==> src/rtl/seg_xlate_pkg.sv <==
package seg_xlate_pkg;
  parameter int NUM_SEGS   = 6;
  parameter int SEL_W      = 3;
  parameter int ADDR_W     = 32;
  parameter int LIM_W      = 20;
  parameter int GRAN_SHIFT = 12;
  parameter int SIZE_W     = 2;

  typedef struct packed {
    logic              nul;
    logic              gran;
    logic [LIM_W-1:0]  lim;
    logic [ADDR_W-1:0] base;
  } seg_cache_t;

  typedef enum logic {
    CAUSE_NULL  = 1'b0,
    CAUSE_LIMIT = 1'b1
  } fault_cause_e;

  localparam seg_cache_t NULL_ENTRY = '{nul: 1'b1, gran: 1'b0, lim: '0, base: '0};
endpackage

==> src/rtl/seg_cache_bank.sv <==
module seg_cache_bank
  import seg_xlate_pkg::*;
(
  input  logic             clk,
  input  logic             rst_n,
  input  logic             wr_en,
  input  logic [SEL_W-1:0] wr_sel,
  input  seg_cache_t       wr_data,
  input  logic [SEL_W-1:0] rd_sel,
  output seg_cache_t       rd_data
);
  seg_cache_t entries [NUM_SEGS];

  for (genvar g = 0; g < NUM_SEGS; g++) begin : g_seg
    logic       hit;
    seg_cache_t d;
    seg_cache_t q;

    always_comb begin
      hit = wr_en && (wr_sel == SEL_W'(g));
      d   = q;
      if (hit) d = wr_data;
    end

    always_ff @(posedge clk or negedge rst_n) begin
      if (!rst_n)   q <= NULL_ENTRY;
      else if (hit) q <= d;
    end

    assign entries[g] = q;
  end

  always_comb begin
    rd_data = NULL_ENTRY;
    if (int'(rd_sel) < NUM_SEGS) rd_data = entries[rd_sel];
  end

  p_write_lands_r8: assert property (@(posedge clk) disable iff (!rst_n)
    (wr_en && int'(wr_sel) < NUM_SEGS) |=> (entries[$past(wr_sel)] == $past(wr_data)));
endmodule

==> src/rtl/seg_limit_calc.sv <==
module seg_limit_calc
  import seg_xlate_pkg::*;
(
  input  logic              gran,
  input  logic [LIM_W-1:0]  lim,
  input  logic [ADDR_W-1:0] off,
  input  logic [SIZE_W-1:0] size_code,
  output logic [ADDR_W-1:0] eff_lim,
  output logic              over
);
  localparam int SCALED_W = LIM_W + GRAN_SHIFT;

  logic [ADDR_W:0] last_byte;
  logic [2:0]      extra;

  if (SCALED_W >= ADDR_W) begin : g_wide
    always_comb begin
      eff_lim = ADDR_W'(lim);
      if (gran) eff_lim = ADDR_W'({lim, {GRAN_SHIFT{1'b1}}});
    end
  end else begin : g_narrow
    always_comb begin
      eff_lim = ADDR_W'(lim);
      if (gran) eff_lim = ADDR_W'({lim, {GRAN_SHIFT{1'b1}}});
    end
  end

  always_comb begin
    case (size_code)
      2'd0:    extra = 3'd0;
      2'd1:    extra = 3'd1;
      default: extra = 3'd3;
    endcase
    last_byte = {1'b0, off} + (ADDR_W+1)'(extra);
    over      = last_byte > {1'b0, eff_lim};
  end
endmodule

==> src/rtl/seg_xlate_unit.sv <==
module seg_xlate_unit
  import seg_xlate_pkg::*;
(
  input  logic        clk,
  input  logic        rst_n,
  input  logic        wr_en,
  input  logic [2:0]  wr_sel,
  input  logic [31:0] wr_base,
  input  logic [19:0] wr_limit,
  input  logic        wr_gran,
  input  logic        wr_null,
  input  logic        acc_req,
  input  logic [2:0]  acc_seg,
  input  logic [31:0] acc_off,
  input  logic [1:0]  acc_size,
  output logic [31:0] lin_addr,
  output logic        acc_ok,
  output logic        acc_fault,
  output logic        fault_cause
);
  logic       rst_meta_q;
  logic       rst_sync_q;
  seg_cache_t wr_data;
  seg_cache_t rd;
  logic [ADDR_W-1:0] eff_lim;
  logic       over;

  always_ff @(posedge clk or negedge rst_n) begin
    if (!rst_n) begin
      rst_meta_q <= 1'b0;
      rst_sync_q <= 1'b0;
    end else begin
      rst_meta_q <= 1'b1;
      rst_sync_q <= rst_meta_q;
    end
  end

  assign wr_data = '{nul: wr_null, gran: wr_gran, lim: wr_limit, base: wr_base};

  seg_cache_bank u_bank (
    .clk     (clk),
    .rst_n   (rst_sync_q),
    .wr_en   (wr_en),
    .wr_sel  (wr_sel),
    .wr_data (wr_data),
    .rd_sel  (acc_seg),
    .rd_data (rd)
  );

  seg_limit_calc u_lim (
    .gran      (rd.gran),
    .lim       (rd.lim),
    .off       (acc_off),
    .size_code (acc_size),
    .eff_lim   (eff_lim),
    .over      (over)
  );

  always_comb begin
    lin_addr    = '0;
    acc_ok      = 1'b0;
    acc_fault   = 1'b0;
    fault_cause = CAUSE_NULL;
    if (acc_req) begin
      if (rd.nul) begin
        acc_fault   = 1'b1;
        fault_cause = CAUSE_NULL;
      end else if (over) begin
        acc_fault   = 1'b1;
        fault_cause = CAUSE_LIMIT;
      end else begin
        acc_ok   = 1'b1;
        lin_addr = rd.base + acc_off;
      end
    end
  end

  p_fault_zero_addr_r9: assert property (@(posedge clk) disable iff (!rst_sync_q)
    acc_fault |-> (lin_addr == '0 && !acc_ok));
  p_idle_quiet_r9: assert property (@(posedge clk) disable iff (!rst_sync_q)
    !acc_req |-> (!acc_ok && !acc_fault && lin_addr == '0));
  p_null_first_r11: assert property (@(posedge clk) disable iff (!rst_sync_q)
    (acc_req && rd.nul) |-> (acc_fault && fault_cause == CAUSE_NULL));
  p_end_within_r3: assert property (@(posedge clk) disable iff (!rst_sync_q)
    acc_ok |-> (({1'b0, acc_off} + 33'(acc_size == 2'd0 ? 0 : (acc_size == 2'd1 ? 1 : 3)))
                <= {1'b0, eff_lim}));
  p_high_seg_null_r10: assert property (@(posedge clk) disable iff (!rst_sync_q)
    (acc_req && int'(acc_seg) >= NUM_SEGS) |-> (acc_fault && fault_cause == CAUSE_NULL));
endmodule

==> config.mk <==
export PLATFORM = sky130hd
export DESIGN_NAME = seg_xlate_unit
export DESIGN_NICKNAME = d
export VERILOG_FILES = /design/src/rtl/seg_xlate_pkg.sv /design/src/rtl/seg_cache_bank.sv /design/src/rtl/seg_limit_calc.sv /design/src/rtl/seg_xlate_unit.sv
export SDC_FILE = /design/constraint.sdc
export NUM_CORES = 1
export LEC_CHECK = 0
export BUFFER_PORTS_ARGS = -buffer_cell sky130_fd_sc_hd__buf_2
export CAP_MARGIN = 20
export CORE_MARGIN = 2
export CORE_UTILIZATION = 60
export CTS_CLUSTER_DIAMETER = 80
export DETAILED_ROUTE_END_ITERATION = 7
export PLACE_DENSITY = 0.9
export SKIP_LAST_GASP = 1
export SYNTH_ARGS = -nofsm -noshare
export SYNTH_HDL_FRONTEND = slang
export SYNTH_SLANG_ARGS = --single-unit
==> constraint.sdc <==
create_clock -name clk -period 12 [get_ports clk]
set_input_delay 1.2 -clock clk [delete_from_list [all_inputs] [get_ports clk]]
set_output_delay 1.2 -clock clk [all_outputs]
set_load 0.02 [all_outputs]
# [Yosys cells after proc, flatten, opt, wreduce, memory -nomap -nowiden]
# Cells that the tools add are included.
[word_totals] reg_bits=326 latchBits=0 ram_bits=0 mem_bits_ro=0 input_bits=98 out_inout_bits=35 elab_cells=63 mem_count=0
[op_classes] add_sub_neg=2 mul=0 div_mod_pow=0 n_lt_le_gt_ge=3 eq_ne=6 shifts=0 n_mux=17 n_bitwise=1 reduce_logical=8
[op_table] operator="54-bit binary-select mux with 3-bit select" n=1
[op_table] operator="54-bit two-way mux" n=3
[op_table] operator="32-bit two-way mux" n=4
[op_table] operator="32-bit by 2-bit adder with 33-bit output" n=1
[op_table] operator="33-bit by 32-bit > comparator with 1-bit output" n=1
[op_table] operator="32-bit adder" n=1
[op_table] operator="1-bit two-way mux" n=8
[op_table] operator="3-bit by 2-bit == test with 1-bit output (second input constant)" n=2
[op_table] operator="3-bit == test (second input constant)" n=2
[op_table] operator="1-bit logical AND" n=6
[op_table] operator="4-bit >= comparator (second input constant)" n=1
[op_table] operator="3-bit NOT with 4-bit output" n=1
[op_table] operator="2-bit case mux with 2 select lines" n=1
[op_table] operator="3-bit by 1-bit == test with 1-bit output (second input constant)" n=1
[op_table] operator="3-bit logical NOT" n=1
[op_table] operator="3-bit < comparator (second input constant)" n=1
[op_table] operator="2-bit by 1-bit == test with 1-bit output (second input constant)" n=1
[op_table] operator="2-bit logical NOT" n=1

# [Longest topological paths before layout]
[depth] word_depth=10 depth_mapped=20 depth_no_buf=19

# [By module]
# From an unflattened synthesis, not the netlist that was laid out.
[unflattened] cells_unflattened=1503 area_unflattened_um2=18392.6
[by_module_without_submodules] module="seg_cache_bank" instances=1 cells_per_inst=999 area_per_inst_um2=14772.9 seq_area_each_um2=8115.3
[by_module_without_submodules] module="seg_xlate_unit" instances=1 cells_per_inst=269 area_per_inst_um2=1935.6 seq_area_each_um2=50.0
[by_module_without_submodules] module="seg_limit_calc" instances=1 cells_per_inst=235 area_per_inst_um2=1684.1 seq_area_each_um2=0.0

# [Worst setup path before layout]
# No wires, ideal clock.
[synth_path] path_type="in2out" start="in acc_seg[0]" end="out lin_addr[31]" arrival_time_ns=4.828 required_ns=10.800 slack_ns=5.972 stages=16 path_buffers=4 path_cell_list="buf_2 buf_2 buf_2 mux4_2 inv_1 o22ai_1 ha_1 buf_6 and4_4 a21boi_1 a41oi_2 a21oi_2 o311a_1 o21a_1 and3_1 nor4_2"
[synth_between] elab_chain_cells=10 elab_cells_between_ends=12 classes_between="add/sub (1); order compare (2); mux (8); bitwise (1)"
[synth_rtl] element="from (decl)" line="seg_xlate_unit.sv:13" source="input logic [2:0] acc_seg,"
[synth_rtl] element="3-bit NOT with 4-bit output (not written as such)" line="seg_cache_bank.sv:35" source="if (int'(rd_sel) < NUM_SEGS) rd_data = entries[rd_sel];"
[synth_rtl] element="54-bit binary-select mux with 3-bit select" line="seg_cache_bank.sv:35"
[synth_rtl] element="54-bit two-way mux (not written as such) (2 in series)" line="seg_cache_bank.sv:35"
[synth_rtl] element="54-bit two-way mux (*)" line="seg_cache_bank.sv:35"
[synth_rtl] element="32-bit two-way mux" line="seg_limit_calc.sv:19" source="if (gran) eff_lim = ADDR_W'({lim, {GRAN_SHIFT{1'b1}}});"
[synth_rtl] element="33-bit by 32-bit > comparator with 1-bit output" line="seg_limit_calc.sv:35" source="over = last_byte > {1'b0, eff_lim};"
[synth_rtl] element="32-bit two-way mux" line="seg_xlate_unit.sv:68" source="end else if (over) begin"
[synth_rtl] element="32-bit two-way mux (*)" line="seg_xlate_unit.sv:65" source="if (rd.nul) begin"
[synth_rtl] element="32-bit two-way mux (*)" line="seg_xlate_unit.sv:64" source="if (acc_req) begin"
[synth_rtl] element="to (decl)" line="seg_xlate_unit.sv:16" source="output logic [31:0] lin_addr,"
# Every way passes the cells marked *; elsewhere a longest branch is shown, timed or not. The select of a mux whose other input is x is not followed.

# [Final worst setup path]
[layout_path] start="in acc_seg[0]" end="out lin_addr[29]"
# Same word-level chain as after synthesis.

==> metrics.md <==
| Metric | Value |
|---|---|
| Worst R2R Path Depth | `1` |
| Area of the core | `28,900 um^2` |
| Routed via count | `12,300` |
| Antenna violations before repair | `2` |
| HP Class | `reg2reg` |
| CTS root buf | `clkbuf_16` |
| GR peak layer | `met2` |
| Port Buf Inserts | `132` |
| Syn nets | `1,577` |
| Setup crit end kind | `primary output` |
| Finish-stage setup viols | `0` |
| Cells after Synth | `1,412` |
| Post-Route WL | `43.9 mm` |
| Initial Util | `61.3%` |
| Critical Path RT | `10,800 ps` |
| Flops & latches, synth | `326` |
| Crit path max fanout | `58` |
| Hold Buf Count CTS | `0` |
| CTS tree | `done` |
| Fin cells | `1,930` |
| Routed Antenna Nets | `0` |
| Drt wl/cell | `22.8 um` |
| IR drop worst, VDD | `0.000118 V` |
| Layout area overhead | `11.9%` |
| Max-slew violation count | `0` |
| PostCTS Resize Cnt | `0` |
| Largest net degree at the start of global routing | `179` |
| Filler cells | `1,958` |
| Part of the power in registers | `43.7%` |
| Worst hold margin | `362 ps` |
| Seq/Total Area, Yosys | `46.0%` |
| Die area | `31,000 um^2` |
| DIE HEIGHT | `176 um` |
| Clock period minus worst slack | `7200 ps` |
| Met1 Use GR | `39.1%` |
| Clock Sinks | `326` |
| Critical path startpoint category | `primary input` |
| Critical path class | `in2out` |
| Worst slew margin | `29.1%` |
| Row count | `62` |
| Pwr dens | `171 nW/um^2` |
| Vias per cell | `6.40` |
| Pint | `0.00240 W` |
| Post-synth EDFFs | `0` |
| Period utilization | `60.0%` |
| Worst-margin pin slew | `1060 ps` |
| Share of flip-flops with an asynchronous set or reset | `100%` |
| Grt met3 use | `5.19%` |
| Boundary Pins | `133` |
| RSZ-0062 raised after global routing | `no` |
| Post-route setup TNS | `0 ps` |
| Grt ovf | `0` |
| Sw Share | `29.3%` |
| Fin worst setup slack | `4800 ps` |
| Global placer's final weighted congestion | `0.940` |
| DR pass1 iterations | `5` |
| CTS clk-pin slew, worst paths | `60 ps` |
| DIE WIDTH | `176 um` |
| Vias in the first global route | `13,200` |
| Worst EP arrival | `6000 ps` |
| MaxCap Viol Count | `0` |
| Num CTS Buffers | `35` |
| Final Hold Violating Endpoints | `0` |
| Nets@finish | `1,687` |
| Clock skew | `11.9 ps` |
| Min-Delay Path Depth | `0` |
| Synth Area per Inst | `12.6 um^2` |
| DR DRC count | `0` |
| Layout cells sized above 1 | `39.3%` |
| Starting DRC count in detailed routing | `1,263` |
| Met2 Track Usage GR | `47.9%` |
| Comb power frac | `26.3%` |
| First-pass GRT wire length | `70.4 mm` |
| Dpl cells | `1,868` |
| Htree depth | `2` |
| Post-CTS setup buffers | `0` |
| Main synth FF type | `dfrtp_1` |
| GRT Util Overall | `29.0%` |
| Cell variety after synth | `66` |
| Clk_lat worst skew | `510 ps` |
| Pre-CTS setup slack | `4980 ps` |
| Ys Warns | `0` |
| Hpwl dp | `28.3 mm` |
| Highest clock rate | `139 MHz` |
| Max clock buf depth | `3` |
| Clock share of power | `30.1%` |
| Status | `finished, final reports clean` |
| Switching pwr | `0.000995 W` |
| Synthesized area | `17,700 um^2` |
| LEAKAGE | `8.93 nW` |
## cell type report
| type | instances | area (um^2) | share of cell area, % |
|---|---|---|---|
| Sequential cell | 326 | 8170 | 41.1 |
| Clock buffer | 49 | 988 | 4.98 |
| Tap cell | 384 | 480 | 2.42 |
| Clock inverter | 9 | 77.6 | 0.390 |
| Timing Repair Buffer | 148 | 820 | 4.13 |
| Inverter | 67 | 251 | 1.27 |
| Antenna cell | 3 | 7.51 | 0.0378 |
| Multi-Input combinational cell | 944 | 9070 | 45.7 |
## path summary, 6_finish.rpt
path                                 start                  end  slack (ps)
worst max-delay path            acc_seg[0]         lin_addr[29]        4800
worst min-delay path            rst_meta_q           rst_sync_q         360
worst max register to register  rst_sync_q  u_bank.entries[239]       10040
worst min register to register  rst_meta_q           rst_sync_q         360
max in group asynchronous       rst_sync_q  u_bank.entries[239]       10040
min in group asynchronous       rst_sync_q  u_bank.entries[259]         440
## power groups by stage
stage	combinational (W)	clock (W)	sequential, W
2_1_floorplan	0.000669	0	0.00146
3_3_place_gp	0.000831	0	0.00146
3_5_place_dp	0.000871	0	0.00149
4_1_cts	0.000883	0.00103	0.00148
5_1_grt	0.000976	0.00108	0.00151
6_report	0.000890	0.00102	0.00148
## stage by stage
stage | total power, W | util [%] | cell area (um^2)
2_1_floorplan | 0.00212 | - | 17700
3_3_place_gp | 0.00229 | 64.9 | 18800
3_5_place_dp | 0.00236 | 64.9 | 18800
4_1_cts | 0.00339 | 68.5 | 19800
5_1_grt | 0.00356 | 68.6 | 19900
6_report | 0.00339 | 68.7 | 19900
## critical path: stages
cell,delay (ps)
buf_6,530
buf_4,690
mux4_2,580
inv_1,70
o22ai_1,70
ha_1,410
and4_4,250
a21boi_1,140
a41oi_2,210
a21oi_2,120
o311ai_0,790
a21oi_1,200
o21ai_0,160
nor3b_1,260
buf_2,210
## cells by family (layout without fill, tap and decap cells)
family	count (synthesis)	count (layout)	synth area share, %
multiplexers	440	440	30.9
flip-flops	326	326	46.0
AND/OR/NAND/NOR	207	207	5.81
AO/OA/AOI/OAI	177	177	6.70
buffers and inverters	142	273	3.17
adder cells (fa/ha/maj)	67	67	4.81
XOR/XNOR	52	52	2.57
other	1	4	0.0211
## cells in the final DEF (no fill, tap or decap), types with 31 or more instances in the layout
cell type,instances
a21oi_1,31
buf_2,131
clkbuf_16,35
dfrtp_1,319
ha_1,65
inv_1,67
mux2_2,325
mux2i_1,61
mux4_2,54
nand2_1,48
nor2_1,67
o22ai_1,55
xnor2_1,36
## routing by layer
metal	up-vias	share of wire [%]
met4	0	2.8
met1	6360	41
met5	-	0
li1	5421	-
met3	95	7.1
met2	471	49
## flip-flops by register name (all words and copies together), names as in the netlist
register and flops:
u_bank.entries 324, rst_meta_q 1, rst_sync_q 1
## Yosys cell counts, types with 10 or more instances
| library cell | instances | area, um^2 |
|---|---|---|
| a21o_1 | 24 | 180 |
| a21oi_1 | 31 | 155 |
| buf_1 | 10 | 37.5 |
| buf_2 | 17 | 85.1 |
| clkbuf_1 | 47 | 176 |
| dfrtp_1 | 320 | 8010 |
| ha_1 | 65 | 813 |
| inv_1 | 67 | 251 |
| mux2_2 | 325 | 3660 |
| mux2i_1 | 61 | 611 |
| mux4_2 | 54 | 1220 |
| nand2_1 | 49 | 184 |
| nand3_1 | 15 | 75.1 |
| nand4_1 | 19 | 119 |
| nor2_1 | 67 | 251 |
| nor3_1 | 11 | 55.1 |
| o21ai_0 | 15 | 75.1 |
| o22ai_1 | 56 | 350 |
| xnor2_1 | 36 | 315 |
| xor2_1 | 16 | 140 |
(Power assumes the default switching activity.)
